==> src/rtl/phd_pkg.sv <==
package phd_pkg;
    typedef enum logic [1:0] {
        S_TRACK  = 2'd0,
        S_PEAK   = 2'd1,
        S_FREEZE = 2'd2
    } phd_state_e;
endpackage

==> src/rtl/phd_cmp.sv <==
module phd_cmp #(
    parameter int MAG_W = 12
) (
    input  logic [MAG_W-1:0] new_mag,
    input  logic             new_ovr,
    input  logic [MAG_W-1:0] old_mag,
    input  logic             old_ovr,
    output logic             bigger
);
    logic mag_gt;

    assign mag_gt = (new_mag > old_mag);

    always_comb begin
        unique case ({new_ovr, old_ovr})
            2'b10:   bigger = 1'b1;
            2'b00:   bigger = mag_gt;
            default: bigger = 1'b0;
        endcase
    end

    always_comb begin
        if (old_ovr) begin
            a_ovr_top_r5: assert (!bigger);
        end
    end
endmodule

==> src/rtl/phd_fsm.sv <==
module phd_fsm
    import phd_pkg::*;
(
    input  logic       clk,
    input  logic       rst_n,
    input  logic       freeze,
    input  logic       peak_en,
    input  logic       eoc,
    input  logic       bigger,
    output logic       load,
    output phd_state_e state
);
    phd_state_e state_nx;

    always_comb begin
        if (freeze)       state_nx = S_FREEZE;
        else if (peak_en) state_nx = S_PEAK;
        else              state_nx = S_TRACK;
    end

    always_ff @(posedge clk or negedge rst_n) begin
        if (!rst_n) state <= S_TRACK;
        else        state <= state_nx;
    end

    always_comb begin
        unique case (state)
            S_TRACK:  load = eoc;
            S_PEAK:   load = eoc && bigger;
            S_FREEZE: load = 1'b0;
            default:  load = 1'b0;
        endcase
    end

    p_freeze_prio_r3: assert property (@(posedge clk) disable iff (!rst_n)
        (freeze && peak_en) |=> (state == S_FREEZE));
    p_state_follow_r7: assert property (@(posedge clk) disable iff (!rst_n)
        (!freeze && peak_en) |=> (state == S_PEAK));
endmodule

==> src/rtl/phd_status.sv <==
module phd_status #(
    parameter int DP_W = 3
) (
    input  logic            probe_mode,
    input  logic            func_cnt,
    input  logic            probe_lo,
    input  logic            probe_hi,
    input  logic            buz_req,
    input  logic            stored_ovr,
    input  logic [DP_W-1:0] dp_in,
    output logic            show_ol,
    output logic            ovr_ann,
    output logic            lo_ann,
    output logic            hi_ann,
    output logic            buz_en,
    output logic [DP_W-1:0] dp_out
);
    logic dp_blank;

    assign dp_blank = probe_mode && !func_cnt;

    always_comb begin
        show_ol = stored_ovr || probe_mode;
        ovr_ann = stored_ovr;
        lo_ann  = probe_mode && probe_lo;
        hi_ann  = probe_mode && probe_hi;
        buz_en  = buz_req || lo_ann;
    end

    for (genvar i = 0; i < DP_W; i++) begin : g_dp
        assign dp_out[i] = dp_in[i] && !dp_blank;
    end
endmodule

==> src/rtl/phd_ctrl.sv <==
module phd_ctrl
    import phd_pkg::*;
#(
    parameter int MAG_W = 12,
    parameter int DP_W  = 3
) (
    input  logic             clk,
    input  logic             rst_n,
    input  logic             eoc,
    input  logic [MAG_W-1:0] rd_mag,
    input  logic             rd_neg,
    input  logic             rd_ovr,
    input  logic             freeze,
    input  logic             peak_en,
    input  logic             probe_mode,
    input  logic             func_cnt,
    input  logic             probe_lo,
    input  logic             probe_hi,
    input  logic             buz_req,
    input  logic [DP_W-1:0]  dp_in,
    output logic [MAG_W-1:0] disp_mag,
    output logic             disp_neg,
    output logic             disp_ovr,
    output logic             show_ol,
    output logic             ovr_ann,
    output logic             lo_ann,
    output logic             hi_ann,
    output logic             buz_en,
    output logic [DP_W-1:0]  dp_out
);
    logic       bigger;
    logic       load;
    phd_state_e state;

    phd_cmp #(.MAG_W(MAG_W)) u_cmp (
        .new_mag (rd_mag),
        .new_ovr (rd_ovr),
        .old_mag (disp_mag),
        .old_ovr (disp_ovr),
        .bigger  (bigger)
    );

    phd_fsm u_fsm (
        .clk     (clk),
        .rst_n   (rst_n),
        .freeze  (freeze),
        .peak_en (peak_en),
        .eoc     (eoc),
        .bigger  (bigger),
        .load    (load),
        .state   (state)
    );

    always_ff @(posedge clk or negedge rst_n) begin
        if (!rst_n) begin
            disp_mag <= '0;
            disp_neg <= 1'b0;
            disp_ovr <= 1'b0;
        end else if (load) begin
            disp_mag <= rd_mag;
            disp_neg <= rd_neg;
            disp_ovr <= rd_ovr;
        end
    end

    phd_status #(.DP_W(DP_W)) u_status (
        .probe_mode (probe_mode),
        .func_cnt   (func_cnt),
        .probe_lo   (probe_lo),
        .probe_hi   (probe_hi),
        .buz_req    (buz_req),
        .stored_ovr (disp_ovr),
        .dp_in      (dp_in),
        .show_ol    (show_ol),
        .ovr_ann    (ovr_ann),
        .lo_ann     (lo_ann),
        .hi_ann     (hi_ann),
        .buz_en     (buz_en),
        .dp_out     (dp_out)
    );

    p_no_eoc_r2: assert property (@(posedge clk) disable iff (!rst_n)
        !eoc |=> ($stable(disp_mag) && $stable(disp_neg) && $stable(disp_ovr)));
    p_track_load_r2: assert property (@(posedge clk) disable iff (!rst_n)
        (state == S_TRACK && eoc) |=> (disp_mag == $past(rd_mag) && disp_ovr == $past(rd_ovr)));
    p_freeze_r3: assert property (@(posedge clk) disable iff (!rst_n)
        (state == S_FREEZE) |=> ($stable(disp_mag) && $stable(disp_neg) && $stable(disp_ovr)));
    p_peak_mono_r4: assert property (@(posedge clk) disable iff (!rst_n)
        (state == S_PEAK) |=> ($past(disp_ovr) ? (disp_ovr && $stable(disp_mag))
                                               : (disp_ovr || disp_mag >= $past(disp_mag))));
    p_ol_shown_r8: assert property (@(posedge clk) disable iff (!rst_n)
        disp_ovr |-> (show_ol && ovr_ann));
    p_buzz_low_r10: assert property (@(posedge clk) disable iff (!rst_n)
        lo_ann |-> buz_en);
endmodule

==> config.mk <==
export PLATFORM = sky130hd
export DESIGN_NAME = phd_ctrl
export DESIGN_NICKNAME = d
export VERILOG_FILES = /design/src/rtl/phd_pkg.sv /design/src/rtl/phd_cmp.sv /design/src/rtl/phd_fsm.sv /design/src/rtl/phd_status.sv /design/src/rtl/phd_ctrl.sv
export SDC_FILE = /design/constraint.sdc
export NUM_CORES = 1
export LEC_CHECK = 0
export ABC_AREA = 1
export ABC_CLOCK_PERIOD_IN_PS = 1700
export BUFFER_PORTS_ARGS = -buffer_cell sky130_fd_sc_hd__buf_2
export CAP_MARGIN = 20
export CORE_MARGIN = 1.5
export CORE_UTILIZATION = 42
export CTS_CLUSTER_DIAMETER = 100
export CTS_CLUSTER_SIZE = 14
export DETAILED_ROUTE_END_ITERATION = 10
export GPL_TIMING_DRIVEN = 0
export PLACE_DENSITY = 0.75
export SYNTH_ARGS = -nofsm -noshare
export SYNTH_HDL_FRONTEND = slang
export SYNTH_SLANG_ARGS = --single-unit
==> constraint.sdc <==
create_clock -name clk -period 1.7 [get_ports clk]
set_clock_uncertainty 0.2 [all_clocks]
set_input_delay 0.34 -clock clk [delete_from_list [all_inputs] [get_ports clk]]
set_output_delay 0.34 -clock clk [all_outputs]
set_load 0.01 [all_outputs]
Word-level counts from Yosys, hierarchy flattened
Cells that the tools add are included.
{"block": "word_totals", "romBits": 0, "mem_count": 0, "latch_bits": 0, "register_bits": 16, "mem_bits_rw": 0, "word_cells": 24, "output_inout_bits": 22}
{"block": "op_classes", "bitwise": 0, "order_cmp": 1, "n_reduce_logical": 13, "n_addsub": 0, "div": 0, "n_mul": 0, "n_shift": 0, "n_mux": 4, "n_eq_ne": 2}
{"op": "$gt 12x12->1", "n": 1}
{"op": "$logic_and 1x1->1", "n": 7}
{"op": "$logic_not 2->1", "n": 2}
{"op": "$pmux 1 s2", "n": 2}
{"op": "$eq 2x1->1 const B", "n": 1}
{"op": "$eq 2x2->1 const B", "n": 1}
{"op": "$logic_not 1->1", "n": 2}
{"op": "$logic_or 1x1->1", "n": 2}
{"op": "$mux 2", "n": 1}
{"op": "$mux 1", "n": 1}

Logic depth before layout (Yosys ltp)
{"block": "logic_depth", "word_depth": 4, "mapped_depth": 15}

Hierarchy
A second synthesis with hierarchy kept.
{"block": "hier_totals", "cells_unflattened": 145, "hier_area_um2": 1032.2}
{"module": "phd_ctrl", "n_inst": 1, "cells_each": 59, "area_per_inst_um2": 530.5}
{"module": "phd_cmp", "n_inst": 1, "cells_each": 62, "area_per_inst_um2": 359.1}
{"module": "phd_fsm", "n_inst": 1, "cells_each": 9, "area_per_inst_um2": 76.3}
{"module": "phd_status", "n_inst": 1, "cells_each": 15, "area_per_inst_um2": 66.3}

Worst setup path before layout
OpenSTA, ideal clock, no wires.
{"block": "synth_path", "kind": "register -> register", "start": "reg disp_mag[11]", "end": "reg disp_mag[10]", "stages_incl_launch_ff": 15, "arrival_ns": 1.595, "path_slack_ns": -0.212, "setup_ns": 0.117, "period_less_slack_ns": 1.912, "path_cell_list": "dfrtp_1 > inv_1 > ha_1 > nand2_1 > inv_2 > nand2_2 > nor2_2 > nand2_1 > nand3_2 > nand3_2 > nand3_4 > nand2_4 > buf_12 > nand2_2 > nand2_1"}
{"block": "synth_between", "elab_chain_len": 4}
{"element": "start, declared", "line_no": "phd_ctrl.sv:21", "rtl": "output logic [MAG_W-1:0] disp_mag,"}
{"element": "start signal, assigned", "line_no": "phd_ctrl.sv:60", "rtl": "disp_mag <= rd_mag;"}
{"element": "$gt 12x12->1", "line_no": "phd_cmp.sv:12", "rtl": "assign mag_gt = (new_mag > old_mag);"}
{"element": "$pmux 1 s2", "line_no": "phd_cmp.sv:15", "rtl": "unique case ({new_ovr, old_ovr})"}
{"element": "$logic_and 1x1->1", "line_no": "phd_fsm.sv:29", "rtl": "S_PEAK: load = eoc && bigger;"}
{"element": "$pmux 1 s2", "line_no": "phd_fsm.sv:27", "rtl": "unique case (state)"}
No other way between the ends.
A chain may end at the register's enable or synchronous reset.

Worst setup path after layout
{"block": "layout_path", "start": "reg disp_mag[6]", "end": "reg disp_neg"}
{"block": "layout_between", "elab_chain_len": 4}
{"element": "$gt 12x12->1", "line_no": "phd_cmp.sv:12"}
{"element": "$pmux 1 s2", "line_no": "phd_cmp.sv:15"}
{"element": "$logic_and 1x1->1", "line_no": "phd_fsm.sv:29"}
{"element": "$pmux 1 s2", "line_no": "phd_fsm.sv:27"}
{"element": "end signal, assigned", "line_no": "phd_ctrl.sv:61", "rtl": "disp_neg <= rd_neg;"}
{"element": "end, declared", "line_no": "phd_ctrl.sv:22", "rtl": "output logic disp_neg,"}
No other way between the ends.

==> results.md <==
- Kind of critical path: reg -> reg
- Max Cap Violations: 0
- FMAX: 496 MHz
- Post-Syn Area: 1100 um2
- Crit path max-delay cell type: dfrtp_1
- CTS clk-pin slew, worst paths: 0.10 ns
- CTS H-tree lvls: 1
- First-pass GRT wire length: 4050 um
- Initial antenna violation count: 0
- Tcrit/Tclk final: 119%
- Clock latency on the worst-skew pair: 0.29 ns
- Startpoint types: flop
- Register bit total from synthesis: 16
- CP Buf/Inv Count: 2
- Worst Hold Class: in -> reg
- Area Overhead vs Synth: 45.9%
- Hpwl dp: 2050 um
- Root Driver: clkbuf_4
- CTS tree: built
- Total power: 0.00129 W
- Pwr/cell area: 801 nW/um2
- Final Net Count: 244
- Peak VDD IR: 0.626 mV
- Initial DRC Count: 14
- Setup TNS: -4.08 ns
- Max_slew headroom: 67.8%
- Drt pass-1 iters: 5
- Delay-heaviest family, CP: simple AND/OR/NAND/NOR gates
- Sink Count: 16
- Total CTS buffers: 3
- Max incr delay on CP: 0.40 ns
- CTS Buffer Depth: 2
- Worst-Margin Slew: 0.483 ns
- CP cell instances: inv_1 > ha_4 > nand4_1 > nor2_4 > nand2_2 > nand3_2 > nand3_2 > nand3_4 > nand2_4 > clkbuf_16 > nand2_2 > nand2_1
- Post-layout min period: 2.02 ns
- Initial Util: 44.6%
- Routed vias: 1130
- Run status: finished with violations
- Routed Antenna Nets: 0
- Final setup vio count: 14
- Arr. time, crit path: 2.01 ns
- Vias in the first global route: 1010
- Synth cell types: 21
- Core region area: 2480 um2
- GRT overflow: 0
- Crit-path max FO: 5
- Wire per inst: 12.3 um
- Gr usage total: 19.0%
- Die width: 54.3 um
- Ports: 49
- ANT cells: 0
- FP Rows: 18
- Endpoint class of the critical path: flop
- # DRC: 0
- DP Worst Slack: -0.347 ns
- Drt via density: 4.83
- Mapped Cells: 139
- Fin worst setup slack: -0.316 ns
- Placer Congestion: 0.779
- DRT Wirelength: 2880 um
- Die Y: 54.3 um
- Largest net degree at the start of global routing: 17
- Seq/Total Area, Yosys: 36.2%
- Syn Area/Cell: 7.95 um2
- Fraction of layout cells with a size suffix above 1: 47.1%
- Violated checks: negative setup slack
- Yosys warns: 0
- Lkg Pwr: 0.953 nW
- Area post-placement: 1380 um2
- Setup repair after global routing missed its margin: yes
- WP data required: 1.69 ns
- Post-route cell area: 1610 um2
- Die Footprint: 2950 um2
- Final hold vios: 0
- Final Max Tran Viols: 0
- Port bufs: 48
- Net Count, Synth: 178
==> cell usage after synthesis, drive strengths merged <==
master / n / area [um2]
nand2: 46 / 208
inv: 26 / 97.6
nand3: 17 / 108
dfrtp: 16 / 400
ha: 12 / 150
nor2: 6 / 25.0
a21boi: 3 / 22.5
a21oi: 3 / 15.0
buf: 3 / 35.0
nand4: 2 / 12.5
or2: 2 / 12.5
a21o: 1 / 7.51
clkbuf: 1 / 3.75
o31ai: 1 / 7.51
==> flip-flops by register name (all words and copies together) (netlist names) <==
register,cells
u_fsm.state,2
disp_ovr,1
disp_mag,12
disp_neg,1
==> report_power, final <==
part	internal (W)	switching, W
Clock	0.000130	0.000132
Sequential	0.000436	0.0000380
Combinational	0.000265	0.000290
Total	0.000831	0.000460
==> timing repair <==
| action | in CTS | in global routing |
|---|---|---|
| resized for setup | 1 | 14 |
| hold endpoints to repair | 18 | 0 |
| buffers inserted | 7 | 3 |
| setup endpoints to repair | 15 | 14 |
| hold buffers | 2 | 0 |
| pin swaps | 0 | 2 |
| gates cloned | 0 | 1 |
==> placed cells by master (no fill, tap or decap), types with 2 or more instances in the layout <==
cell type      instances
nand3_1               14
dlygate4sd3_1          2
a21boi_0               3
buf_4                 12
nand3_2                2
nand2_1               28
ha_4                   3
a21oi_1                3
inv_1                 23
nor2_1                 5
nand4_1                2
nand2_2               14
inv_2                  3
dfrtp_1               16
nand2_4                4
clkbuf_4               3
ha_1                   9
buf_2                 48
or2_2                  2
==> cells by family (layout without fill, tap and decap cells) <==
kind of cell / Yosys count / in the layout / synth area share (%)
AOI/OAI and AO/OA: 8 / 8 / 4.76
adders and majority gates: 12 / 12 / 13.6
buffers and inverters: 30 / 95 / 12.3
DFF: 16 / 16 / 36.2
and+or+nand+nor: 73 / 73 / 33.1
==> cell type report <==
class	instances	area (um2)
repair buffers	61	360
plain buffers	4	38.8
well taps	30	37.5
clock buffers	4	36.3
multi-input cells	93	641
inverters	26	97.6
flip-flops and latches	16	400
fillers	206	866
==> per-layer routing <==
metal  share of wire [%]  global-route usage [%]  wire (um)
met5                   0                       0          0
met4                 1.3                    8.33         38
met3                 4.4                    1.64        126
met2                  55                    35.7       1590
met1                  39                    21.5       1120
==> path summary, 6_finish.rpt <==
| check | startpoint | to | slack [ns] | depth (start not counted) |
|---|---|---|---|---|
| hold / removal | peak_en | u_fsm.state[0] | 0.04 | 3 |
| min in group asynchronous | rst_n | disp_mag[5] | 0.27 | 2 |
| setup / recovery | disp_mag[6] | disp_neg | -0.32 | 12 |
| max in group asynchronous | rst_n | disp_mag[3] | 0.75 | 2 |
| hold reg to reg | disp_neg | disp_neg | 0.30 | 2 |
| setup reg to reg | disp_mag[6] | disp_neg | -0.32 | 12 |
==> through the flow <==
| stage | std cells | util, % | hold WS, ns |
|---|---|---|---|
| 6_report | 234 | 65.1 | 0.0436 |
| 3_3_place_gp | 217 | 55.8 | 0.0700 |
| 2_1_floorplan | 139 | - | -0.156 |
| 3_5_place_dp | 217 | 55.8 | 0.0810 |
| 5_1_grt | 234 | 65.1 | 0.0331 |
| 4_1_cts | 230 | 60.7 | 0.0356 |
==> worst reg2reg max path, stage by stage (launching register included) <==
cell and delay (ns):
dfrtp_1 0.40, inv_1 0.09, ha_4 0.27, nand4_1 0.15
nor2_4 0.16, nand2_2 0.06, nand3_2 0.06, nand3_2 0.08
nand3_4 0.09, nand2_4 0.09, clkbuf_16 0.19, nand2_2 0.05
nand2_1 0.04
(Power assumes the default switching activity.)
